File: src/rtl/romport_pkg.sv
`timescale 1ns/1ps
package romport_pkg;
    parameter int PTR_W  = 24;
    parameter int ADJ_W  = 16;
    parameter int DAT_W  = 8;
    parameter int HA_W   = 4;
    localparam int MASK_W = 5;

    localparam int MB_USESTEP = 0;
    localparam int MB_ADJRD   = 1;
    localparam int MB_STEPSGN = 2;
    localparam int MB_ADJSGN  = 3;
    localparam int MB_TOADJ   = 4;
    localparam int MB_IMMLO   = 5;
    localparam int MB_IMMFULL = 6;

    typedef enum logic [2:0] {
        ST_IDLE, ST_IMM_MOD, ST_RD_AMOD, ST_RD_PMOD, ST_RD_WAIT
    } state_t;

    typedef enum logic [HA_W-1:0] {
        RA_DATA = 4'd0, RA_ADJDATA = 4'd1, RA_PTR0 = 4'd2, RA_PTR1 = 4'd3,
        RA_PTR2 = 4'd4, RA_ADJ0 = 4'd5, RA_ADJ1 = 4'd6, RA_STEP0 = 4'd7,
        RA_STEP1 = 4'd8, RA_MODE = 4'd9
    } regaddr_t;

    typedef struct packed {
        logic [PTR_W-1:0] rd_raw;
        logic [PTR_W-1:0] ptr_raw;
        logic             ptr_wr;
        logic [ADJ_W-1:0] adj_new;
        logic             adj_wr;
    } plan_t;
endpackage

File: src/rtl/romport_modred.sv
`timescale 1ns/1ps
module romport_modred
    import romport_pkg::*;
#(
    parameter int W = PTR_W
) (
    input  logic         clk,
    input  logic         rst_n,
    input  logic         start,
    input  logic [W-1:0] value,
    input  logic [W-1:0] modulus,
    output logic         done,
    output logic [W-1:0] result
);
    localparam int CW = $clog2(W);

    logic [W-1:0]   rem_q;
    logic [CW-1:0]  k_q;
    logic           run_q;
    logic [2*W-1:0] cand;

    assign cand   = {{W{1'b0}}, modulus} << k_q;
    assign result = rem_q;

    always_ff @(posedge clk) begin
        if (!rst_n) begin
            rem_q <= '0;
            k_q   <= '0;
            run_q <= 1'b0;
            done  <= 1'b0;
        end else begin
            done <= 1'b0;
            if (start) begin
                rem_q <= value;
                k_q   <= CW'(W-1);
                run_q <= 1'b1;
            end else if (run_q) begin
                if (cand <= {{W{1'b0}}, rem_q})
                    rem_q <= rem_q - cand[W-1:0];
                if (k_q == '0) begin
                    run_q <= 1'b0;
                    done  <= 1'b1;
                end else begin
                    k_q <= k_q - 1'b1;
                end
            end
        end
    end

    assert_mod_range_R7: assert property (@(posedge clk) disable iff (!rst_n)
        (done && modulus != '0) |-> (result < modulus));

    assert_done_pulse_R10: assert property (@(posedge clk) disable iff (!rst_n)
        done |=> !done);
endmodule

File: src/rtl/romport_addrgen.sv
`timescale 1ns/1ps
module romport_addrgen
    import romport_pkg::*;
(
    input  logic [PTR_W-1:0] ptr,
    input  logic [ADJ_W-1:0] adj,
    input  logic [ADJ_W-1:0] step,
    input  logic [7:0]       mode,
    input  logic             op_adj,
    input  logic [ADJ_W-1:0] imm_adj,
    output plan_t            plan,
    output logic [PTR_W-1:0] imm_raw
);
    localparam int XW = PTR_W - ADJ_W;
    localparam int LW = PTR_W - DAT_W;

    logic [PTR_W-1:0] adj_ext, step_ext, inc, imm_full, imm_lo;

    assign adj_ext  = {{XW{adj[ADJ_W-1] & mode[MB_ADJSGN]}}, adj};
    assign step_ext = {{XW{step[ADJ_W-1] & mode[MB_STEPSGN]}}, step};
    assign inc      = mode[MB_USESTEP] ? step_ext : PTR_W'(1);
    assign imm_full = {{XW{imm_adj[ADJ_W-1] & mode[MB_ADJSGN]}}, imm_adj};
    assign imm_lo   = {{LW{imm_adj[DAT_W-1] & mode[MB_ADJSGN]}}, imm_adj[DAT_W-1:0]};
    assign imm_raw  = ptr + (mode[MB_IMMFULL] ? imm_full : imm_lo);

    always_comb begin
        plan.rd_raw  = ptr + adj_ext;
        plan.ptr_raw = ptr;
        plan.ptr_wr  = 1'b0;
        plan.adj_new = adj;
        plan.adj_wr  = 1'b0;
        if (!op_adj) begin
            plan.ptr_wr = 1'b1;
            if (mode[MB_ADJRD]) begin
                plan.adj_new = adj + 1'b1;
                plan.adj_wr  = 1'b1;
            end else begin
                plan.rd_raw = ptr;
                if (!mode[MB_TOADJ]) begin
                    plan.ptr_raw = ptr + inc;
                end else begin
                    plan.adj_new = adj + inc[ADJ_W-1:0];
                    plan.adj_wr  = 1'b1;
                end
            end
        end else if (mode[MB_IMMLO] && mode[MB_IMMFULL]) begin
            if (!mode[MB_TOADJ]) begin
                plan.ptr_raw = ptr + adj_ext;
                plan.ptr_wr  = 1'b1;
            end else begin
                plan.adj_new = {adj[ADJ_W-2:0], 1'b0};
                plan.adj_wr  = 1'b1;
            end
        end
    end
endmodule

File: src/rtl/romport_top.sv
`timescale 1ns/1ps
module romport_top
    import romport_pkg::*;
#(
    parameter int ROM_AW    = 25,
    parameter int DATA_BASE = 24'h100000
) (
    input  logic              clk,
    input  logic              rst_n,
    input  logic [PTR_W-1:0]  rom_size,
    input  logic              hb_sel,
    input  logic              hb_we,
    input  logic [HA_W-1:0]   hb_addr,
    input  logic [DAT_W-1:0]  hb_wdata,
    output logic [DAT_W-1:0]  hb_rdata,
    output logic              hb_ready,
    output logic              rom_req,
    output logic [ROM_AW-1:0] rom_addr,
    input  logic              rom_valid,
    input  logic [DAT_W-1:0]  rom_data
);
    state_t state_q, state_d;

    logic [PTR_W-1:0]  ptr_q, rd_addr_q, newptr_q;
    logic [ADJ_W-1:0]  adj_q, step_q, imm_adj;
    logic [7:0]        mode_q;
    logic [MASK_W-1:0] wmask_q;
    logic [1:0]        trk_q, trk_nx;
    logic              op_adj_q, op_sel;

    logic acc, wr_acc, rd_acc, start_read, imm_mode, adj_wr_hit, imm_fire;
    logic gate_plain, gate_adj;
    logic             red_start, red_done;
    logic [PTR_W-1:0] red_val, red_res, imm_raw;
    plan_t            plan;

    // host decode
    assign acc        = hb_sel && (state_q == ST_IDLE);
    assign wr_acc     = acc && hb_we;
    assign rd_acc     = acc && !hb_we;
    assign gate_plain = &wmask_q[2:0];
    assign gate_adj   = &wmask_q;
    assign start_read = rd_acc && (((hb_addr == RA_DATA) && gate_plain) ||
                                   ((hb_addr == RA_ADJDATA) && gate_adj));
    assign imm_mode   = mode_q[MB_ADJRD] && (mode_q[MB_IMMLO] ^ mode_q[MB_IMMFULL]);
    assign adj_wr_hit = wr_acc && ((hb_addr == RA_ADJ0) || (hb_addr == RA_ADJ1));
    assign trk_nx     = trk_q | ((hb_addr == RA_ADJ0) ? 2'b01 : 2'b10);
    assign imm_fire   = adj_wr_hit && imm_mode && !mode_q[MB_TOADJ] && (trk_nx == 2'b11);
    assign imm_adj    = (hb_addr == RA_ADJ0) ? {adj_q[ADJ_W-1:DAT_W], hb_wdata}
                                             : {hb_wdata, adj_q[DAT_W-1:0]};
    assign op_sel     = (state_q == ST_IDLE) ? (hb_addr == RA_ADJDATA) : op_adj_q;

    romport_addrgen u_gen (
        .ptr(ptr_q), .adj(adj_q), .step(step_q), .mode(mode_q),
        .op_adj(op_sel), .imm_adj(imm_adj), .plan(plan), .imm_raw(imm_raw)
    );

    romport_modred #(.W(PTR_W)) u_red (
        .clk(clk), .rst_n(rst_n), .start(red_start), .value(red_val),
        .modulus(rom_size), .done(red_done), .result(red_res)
    );

    // reducer launch
    always_comb begin
        red_start = 1'b0;
        red_val   = plan.rd_raw;
        if (state_q == ST_IDLE && start_read) begin
            red_start = 1'b1;
        end else if (state_q == ST_IDLE && imm_fire) begin
            red_start = 1'b1;
            red_val   = imm_raw;
        end else if (state_q == ST_RD_AMOD && red_done && plan.ptr_wr) begin
            red_start = 1'b1;
            red_val   = plan.ptr_raw;
        end
    end

    // next state
    always_comb begin
        state_d = state_q;
        unique case (state_q)
            ST_IDLE:    if (start_read) state_d = ST_RD_AMOD;
                        else if (imm_fire) state_d = ST_IMM_MOD;
            ST_IMM_MOD: if (red_done) state_d = ST_IDLE;
            ST_RD_AMOD: if (red_done) state_d = plan.ptr_wr ? ST_RD_PMOD : ST_RD_WAIT;
            ST_RD_PMOD: if (red_done) state_d = ST_RD_WAIT;
            ST_RD_WAIT: if (rom_valid) state_d = ST_IDLE;
            default:    state_d = ST_IDLE;
        endcase
    end

    always_ff @(posedge clk) begin
        if (!rst_n) state_q <= ST_IDLE;
        else        state_q <= state_d;
    end

    // outputs
    always_comb begin
        hb_ready = 1'b0;
        hb_rdata = '0;
        rom_req  = 1'b0;
        rom_addr = ROM_AW'(DATA_BASE) + ROM_AW'(rd_addr_q);
        unique case (state_q)
            ST_IDLE: begin
                hb_ready = !start_read;
                case (hb_addr)
                    RA_PTR0:  hb_rdata = ptr_q[7:0];
                    RA_PTR1:  hb_rdata = ptr_q[15:8];
                    RA_PTR2:  hb_rdata = ptr_q[23:16];
                    RA_ADJ0:  hb_rdata = adj_q[7:0];
                    RA_ADJ1:  hb_rdata = adj_q[15:8];
                    RA_STEP0: hb_rdata = step_q[7:0];
                    RA_STEP1: hb_rdata = step_q[15:8];
                    RA_MODE:  hb_rdata = mode_q;
                    default:  hb_rdata = '0;
                endcase
            end
            ST_RD_WAIT: begin
                rom_req  = 1'b1;
                hb_ready = rom_valid;
                hb_rdata = rom_data;
            end
            default: ;
        endcase
    end

    // register file and datapath state
    always_ff @(posedge clk) begin
        if (!rst_n) begin
            ptr_q     <= '0;
            adj_q     <= '0;
            step_q    <= '0;
            mode_q    <= '0;
            wmask_q   <= '0;
            trk_q     <= '0;
            op_adj_q  <= 1'b0;
            rd_addr_q <= '0;
            newptr_q  <= '0;
        end else begin
            if (wr_acc) begin
                case (hb_addr)
                    RA_PTR0:  begin ptr_q[7:0]   <= hb_wdata; wmask_q[0] <= 1'b1; end
                    RA_PTR1:  begin ptr_q[15:8]  <= hb_wdata; wmask_q[1] <= 1'b1; end
                    RA_PTR2:  begin ptr_q[23:16] <= hb_wdata; wmask_q[2] <= 1'b1; end
                    RA_ADJ0:  begin
                        adj_q[7:0] <= hb_wdata; wmask_q[3] <= 1'b1;
                        if (imm_mode) trk_q <= trk_nx;
                    end
                    RA_ADJ1:  begin
                        adj_q[15:8] <= hb_wdata; wmask_q[4] <= 1'b1;
                        if (imm_mode) trk_q <= trk_nx;
                    end
                    RA_STEP0: step_q[7:0]  <= hb_wdata;
                    RA_STEP1: step_q[15:8] <= hb_wdata;
                    RA_MODE:  if (&wmask_q[4:3]) begin
                        mode_q <= hb_wdata;
                        trk_q  <= '0;
                    end
                    default: ;
                endcase
            end
            if (start_read) op_adj_q <= (hb_addr == RA_ADJDATA);
            if (state_q == ST_IMM_MOD && red_done) ptr_q     <= red_res;
            if (state_q == ST_RD_AMOD && red_done) rd_addr_q <= red_res;
            if (state_q == ST_RD_PMOD && red_done) newptr_q  <= red_res;
            if (state_q == ST_RD_WAIT && rom_valid) begin
                if (plan.ptr_wr) ptr_q <= newptr_q;
                if (plan.adj_wr) adj_q <= plan.adj_new;
            end
        end
    end

    assert_req_hold_R10: assert property (@(posedge clk) disable iff (!rst_n)
        (rom_req && !rom_valid) |=> (rom_req && $stable(rom_addr)));

    assert_busy_notready_R10: assert property (@(posedge clk) disable iff (!rst_n)
        (rom_req && !rom_valid) |-> !hb_ready);

    assert_rom_window_R4: assert property (@(posedge clk) disable iff (!rst_n)
        rom_req |-> ((rom_addr >= ROM_AW'(DATA_BASE)) &&
                     ({1'b0, rom_addr} < (ROM_AW+1)'(DATA_BASE) + (ROM_AW+1)'(rom_size))));

    assert_gate_R2: assert property (@(posedge clk) disable iff (!rst_n)
        rom_req |-> (&wmask_q[2:0]));

    assert_mode_guard_R3: assert property (@(posedge clk) disable iff (!rst_n)
        (mode_q != $past(mode_q)) |-> ($past(wmask_q[4:3]) == 2'b11));

    assert_trk_mode_R9: assert property (@(posedge clk) disable iff (!rst_n)
        (trk_q != 2'b00) |-> (mode_q[MB_ADJRD] && (mode_q[MB_IMMLO] ^ mode_q[MB_IMMFULL])));
endmodule

File: config.mk
export PLATFORM = sky130hd
export DESIGN_NAME = romport_top
export DESIGN_NICKNAME = d
export VERILOG_FILES = /design/src/rtl/romport_pkg.sv /design/src/rtl/romport_modred.sv /design/src/rtl/romport_addrgen.sv /design/src/rtl/romport_top.sv
export SDC_FILE = /design/constraint.sdc
export NUM_CORES = 1
export LEC_CHECK = 0
export BUFFER_PORTS_ARGS = -buffer_cell sky130_fd_sc_hd__clkbuf_2
export CORE_MARGIN = 3
export CORE_UTILIZATION = 55
export DETAILED_ROUTE_END_ITERATION = 16
export HOLD_SLACK_MARGIN = 0.08
export PLACE_DENSITY = 0.79
export RECOVER_POWER = 50
export SYNTH_ARGS = -nofsm -noshare
export SYNTH_HDL_FRONTEND = slang
export SYNTH_SLANG_ARGS = --single-unit
export TNS_END_PERCENT = 5
File: constraint.sdc
create_clock -name clk -period 5 [get_ports clk]
set_input_delay 1 -clock clk [delete_from_list [all_inputs] [get_ports clk]]
set_output_delay 1 -clock clk [all_outputs]
set_load 0.005 [all_outputs]
==> flow_summary.yaml <==
status:
  outcome: "finished, violations left"
  violations: "max-capacitance violations, max-slew violations"
final_layout:
  fin_util_pct: 61.46
  nFillCells: 2885
  fin_area_um2: 19000
  synthToLayoutAreaGrowth_pct: 9.026
  drive_gt1_share_pct: 11.09
  fin_nets: 2655
  n_antenna_cell: 0
  fin_cells: 2885
setup_path:
  critPathLaunchType: "flop"
  critical_path_arrival_ns: 5.06
  reg2regPathDepth: 19
  rrSetupSlack_ns: 0.33
  required_ns: 5.39
  crit_path_frequent_cell: "o21ai_0"
  crit_type: "reg2reg"
  cp_max_fo: 24
  cp_slowest_cell: "dfxtp_4"
  crit_chain: "buf_4 > mux2_2 > nor2_1 > a21oi_1 > mux2i_1 > and2_1 > o32a_1 > inv_1 > ha_1 > nand4_1 > o221a_2 > o21ai_0 > o21ai_0 > a31oi_1 > a311o_1 > or2_1 > o21ai_0 > a221oi_1 > a32o_1"
  reg2reg_from: "u_red.k_q[1]$_SDFFE_PN0P_"
  worst_path_largest_cell_delay_ns: 0.58
  reg2reg_to: "u_red.result[16]$_SDFFE_PN0P_"
  crit_path_end_kind: "flop"
grt:
  met1_usage_pct: 54.24
  use_met2_pct: 55.28
  grt_use_met3_pct: 10.82
  grt_max_degree: 55
  grt_pass1_vias: 17630
  grt.busiest_layer: "met2"
  grt_pass1_wl_um: 102300
  overflow: 0
  track_usage_pct: 38.56
  antenna_found_initial: 1
drt:
  drc: 0
  drt-initial-drc-count: 3012
  firstDrtPassIters: 7
  dr_total_vias: 19580
  viasPerCell: 6.787
  wirelength_um: 67590
  wl_per_cell_um: 23.43
  ant_nets: 0
sta:
  fin_skew_ns: 0.01291
  slew_headroom_pct: -31.19
  timing.final.crit_share_pct: 93.34
  tns_ns: 0
  hold_viol_final: 0
  max_slew.worst_pin.slew_ns: 1.968
  clock.fmax_mhz: 214.3
  setup_ws_ns: 0.3332
  slew_viol_final: 28
  setup_viol: 0
  rsz0062_at_grt: "no"
  hold-worst-slack_ns: 0.4575
  period_needed_ns: 4.667
pwr:
  leakage_nw: 7.911
  design_power_total_mw: 2.977
  vdd_ir_drop_max_uv: 370.1
  power.density_nw_per_um2: 156.7
clock_tree:
  numClockSinks: 154
  htree_num_levels: 4
  cts_hold_buf: 0
  worstSkewPairLatency_ns: 0.45
  numCtsBuffers: 17
  max-clock-path-buffers: 2
  cts_resized: 0
  post_cts_buffers: 0
  cts-root-buf: "clkbuf_16"
  clkTransAtPathRegs_ns: 0.08
  cts_tree: "done"
yosys:
  synth_area_per_cell_um2: 7.138
  syn_nets: 2620
  ys_warn_count: 0
  synth_flop_cell: "dfxtp_1"
  async_flop_share_pct: 0
  ys_ff_latch: 154
  synth_edf_count: 0
  yosysSeqAreaShare_pct: 17.69
  synth_cell_types: 94
  synthCells: 2441
  syn_area_um2: 17420
die:
  fp.dieH_um: 184.0
  dieArea_um2: 33850
  core.rowCount: 64
  start_util_pct: 56.37
  core_um2: 30910
  pin_count: 84
  die_w_um: 184.0
min_path:
  min_path_cells: 2
  min_to: "newptr_q[18]$_SDFFE_PN0P_"
  min_from: "newptr_q[18]$_SDFFE_PN0P_"
  min-delay-path-class: "reg2reg"
placement:
  dp_hpwl_um: 50850
  pre_cts_slack_ns: -0.05156
  io_buffers: 83
  gp_congestion: 1.082
  place_area_um2: 18420
  dp_cells: 2853
flow_run:
  maxCapViolCount: 1
## where the power goes
group / switching (mW) / total (mW) / internal (mW)
Clock: 0.676 / 1.35 / 0.674
Combinational: 0.247 / 0.386 / 0.139
Sequential: 0.0123 / 1.24 / 1.23
Total: 0.935 / 2.98 / 2.04
## registers in the layout, indices dropped and copies added, names as in the netlist
| register | flops |
|---|---|
| mode_q | 8 |
| adj_q | 16 |
| wmask_q | 5 |
| u_red.k_q | 5 |
| ptr_q | 24 |
| u_red.done | 1 |
| u_red.result | 24 |
| op_adj_q | 1 |
| newptr_q | 24 |
| step_q | 16 |
| trk_q | 2 |
| state_q | 3 |
| rd_addr_q | 24 |
| u_red.run_q | 1 |
## cells by family after synthesis
kind of cell	Yosys count	share of synthesized area (%)
adders and majority gates	136	9.895
and+or+nand+nor	852	22.02
muxes	135	9.199
DFF	154	17.69
xor gates and xnor gates	104	5.228
AOI/OAI and AO/OA	791	29.27
buffers and inverters	269	6.693
## layout make-up
type                       count  area (um2)  area share, %
sequential                   154        3088          16.25
clock inverter                15       172.7         0.9089
timing repair buffer         199        1289          6.784
inverter                      86       325.3          1.712
clock buffer                  17       425.4          2.239
multi-input combinational   2018       13200          69.49
tap                          396       495.5          2.608
## routing by layer
layer | vias to the layer above | share of wire, %
li1 | 8959 | -
met1 | 9105 | 41
met2 | 1264 | 41
met3 | 251 | 13
met4 | 2 | 4.8
met5 | - | 0.019
## how the worst max path moves through the flow
| stage | start | to | slack [ns] |
|---|---|---|---|
| final | u_red.k_q[1]$_SDFFE_PN0P_ | u_red.result[16]$_SDFFE_PN0P_ | 0.33 |
| after global routing | u_red.k_q[1]$_SDFFE_PN0P_ | u_red.result[23]$_SDFFE_PN0P_ | 0.02 |
| after CTS | u_red.k_q[1]$_SDFFE_PN0P_ | u_red.result[20]$_SDFFE_PN0P_ | 0.17 |
| after detailed placement | rom_size[15] | u_red.result[12]$_SDFFE_PN0P_ | -0.05 |
| after global placement | rom_size[14] | u_red.result[23]$_SDFFE_PN0P_ | 0.10 |
| after floorplan | hb_addr[3] | u_red.result[23]$_SDFFE_PN0P_ | 0.51 |
## critical path: cells and delay by family, from the launching register on
kind            cells  cell delay (ns)
mux                 2             0.71
simple gates        4             0.62
fa+ha+maj           1             0.42
buf+inv             2             0.28
compound gates     10             1.97
flops               1             0.58
## cell usage after synthesis, types with 30 or more instances
cell type	number	area, um2
nand3_1	63	315.3
nor3_1	41	205.2
nor2_1	225	844.6
nand2_1	344	1291
and2_1	30	187.7
inv_1	83	311.6
ha_1	125	1564
a21oi_1	255	1276
dfxtp_1	154	3083
a31oi_1	41	256.5
o21ai_0	143	715.7
xnor2_1	62	543.0
a21o_1	42	315.3
a211oi_1	63	473.0
mux2i_1	96	960.9
clkbuf_1	123	461.7
xor2_1	42	367.9
## layout by cell type (no fill, tap or decap), types with 9 or more instances in the layout
master	instances
xnor2_1	62
o21ai_0	143
o211ai_1	17
o21bai_1	9
mux4_2	10
a211oi_1	62
a21o_1	42
a311oi_1	13
nor3_1	40
inv_1	82
ha_1	125
dfxtp_1	152
a221oi_1	21
nor2b_1	27
clkbuf_2	67
clkbuf_16	17
nand2b_1	27
clkbuf_1	20
or3_1	12
mux2_2	23
a31oi_1	41
a22oi_1	16
a21oi_1	255
and2_1	30
nand4_1	20
o31ai_1	13
o22ai_1	23
mux2i_1	96
buf_4	109
nand2_1	344
and3_1	16
xor2_1	42
o21a_1	21
nor2_1	224
nand3_1	63
Note: power is estimated with default switching activity, not from simulation.
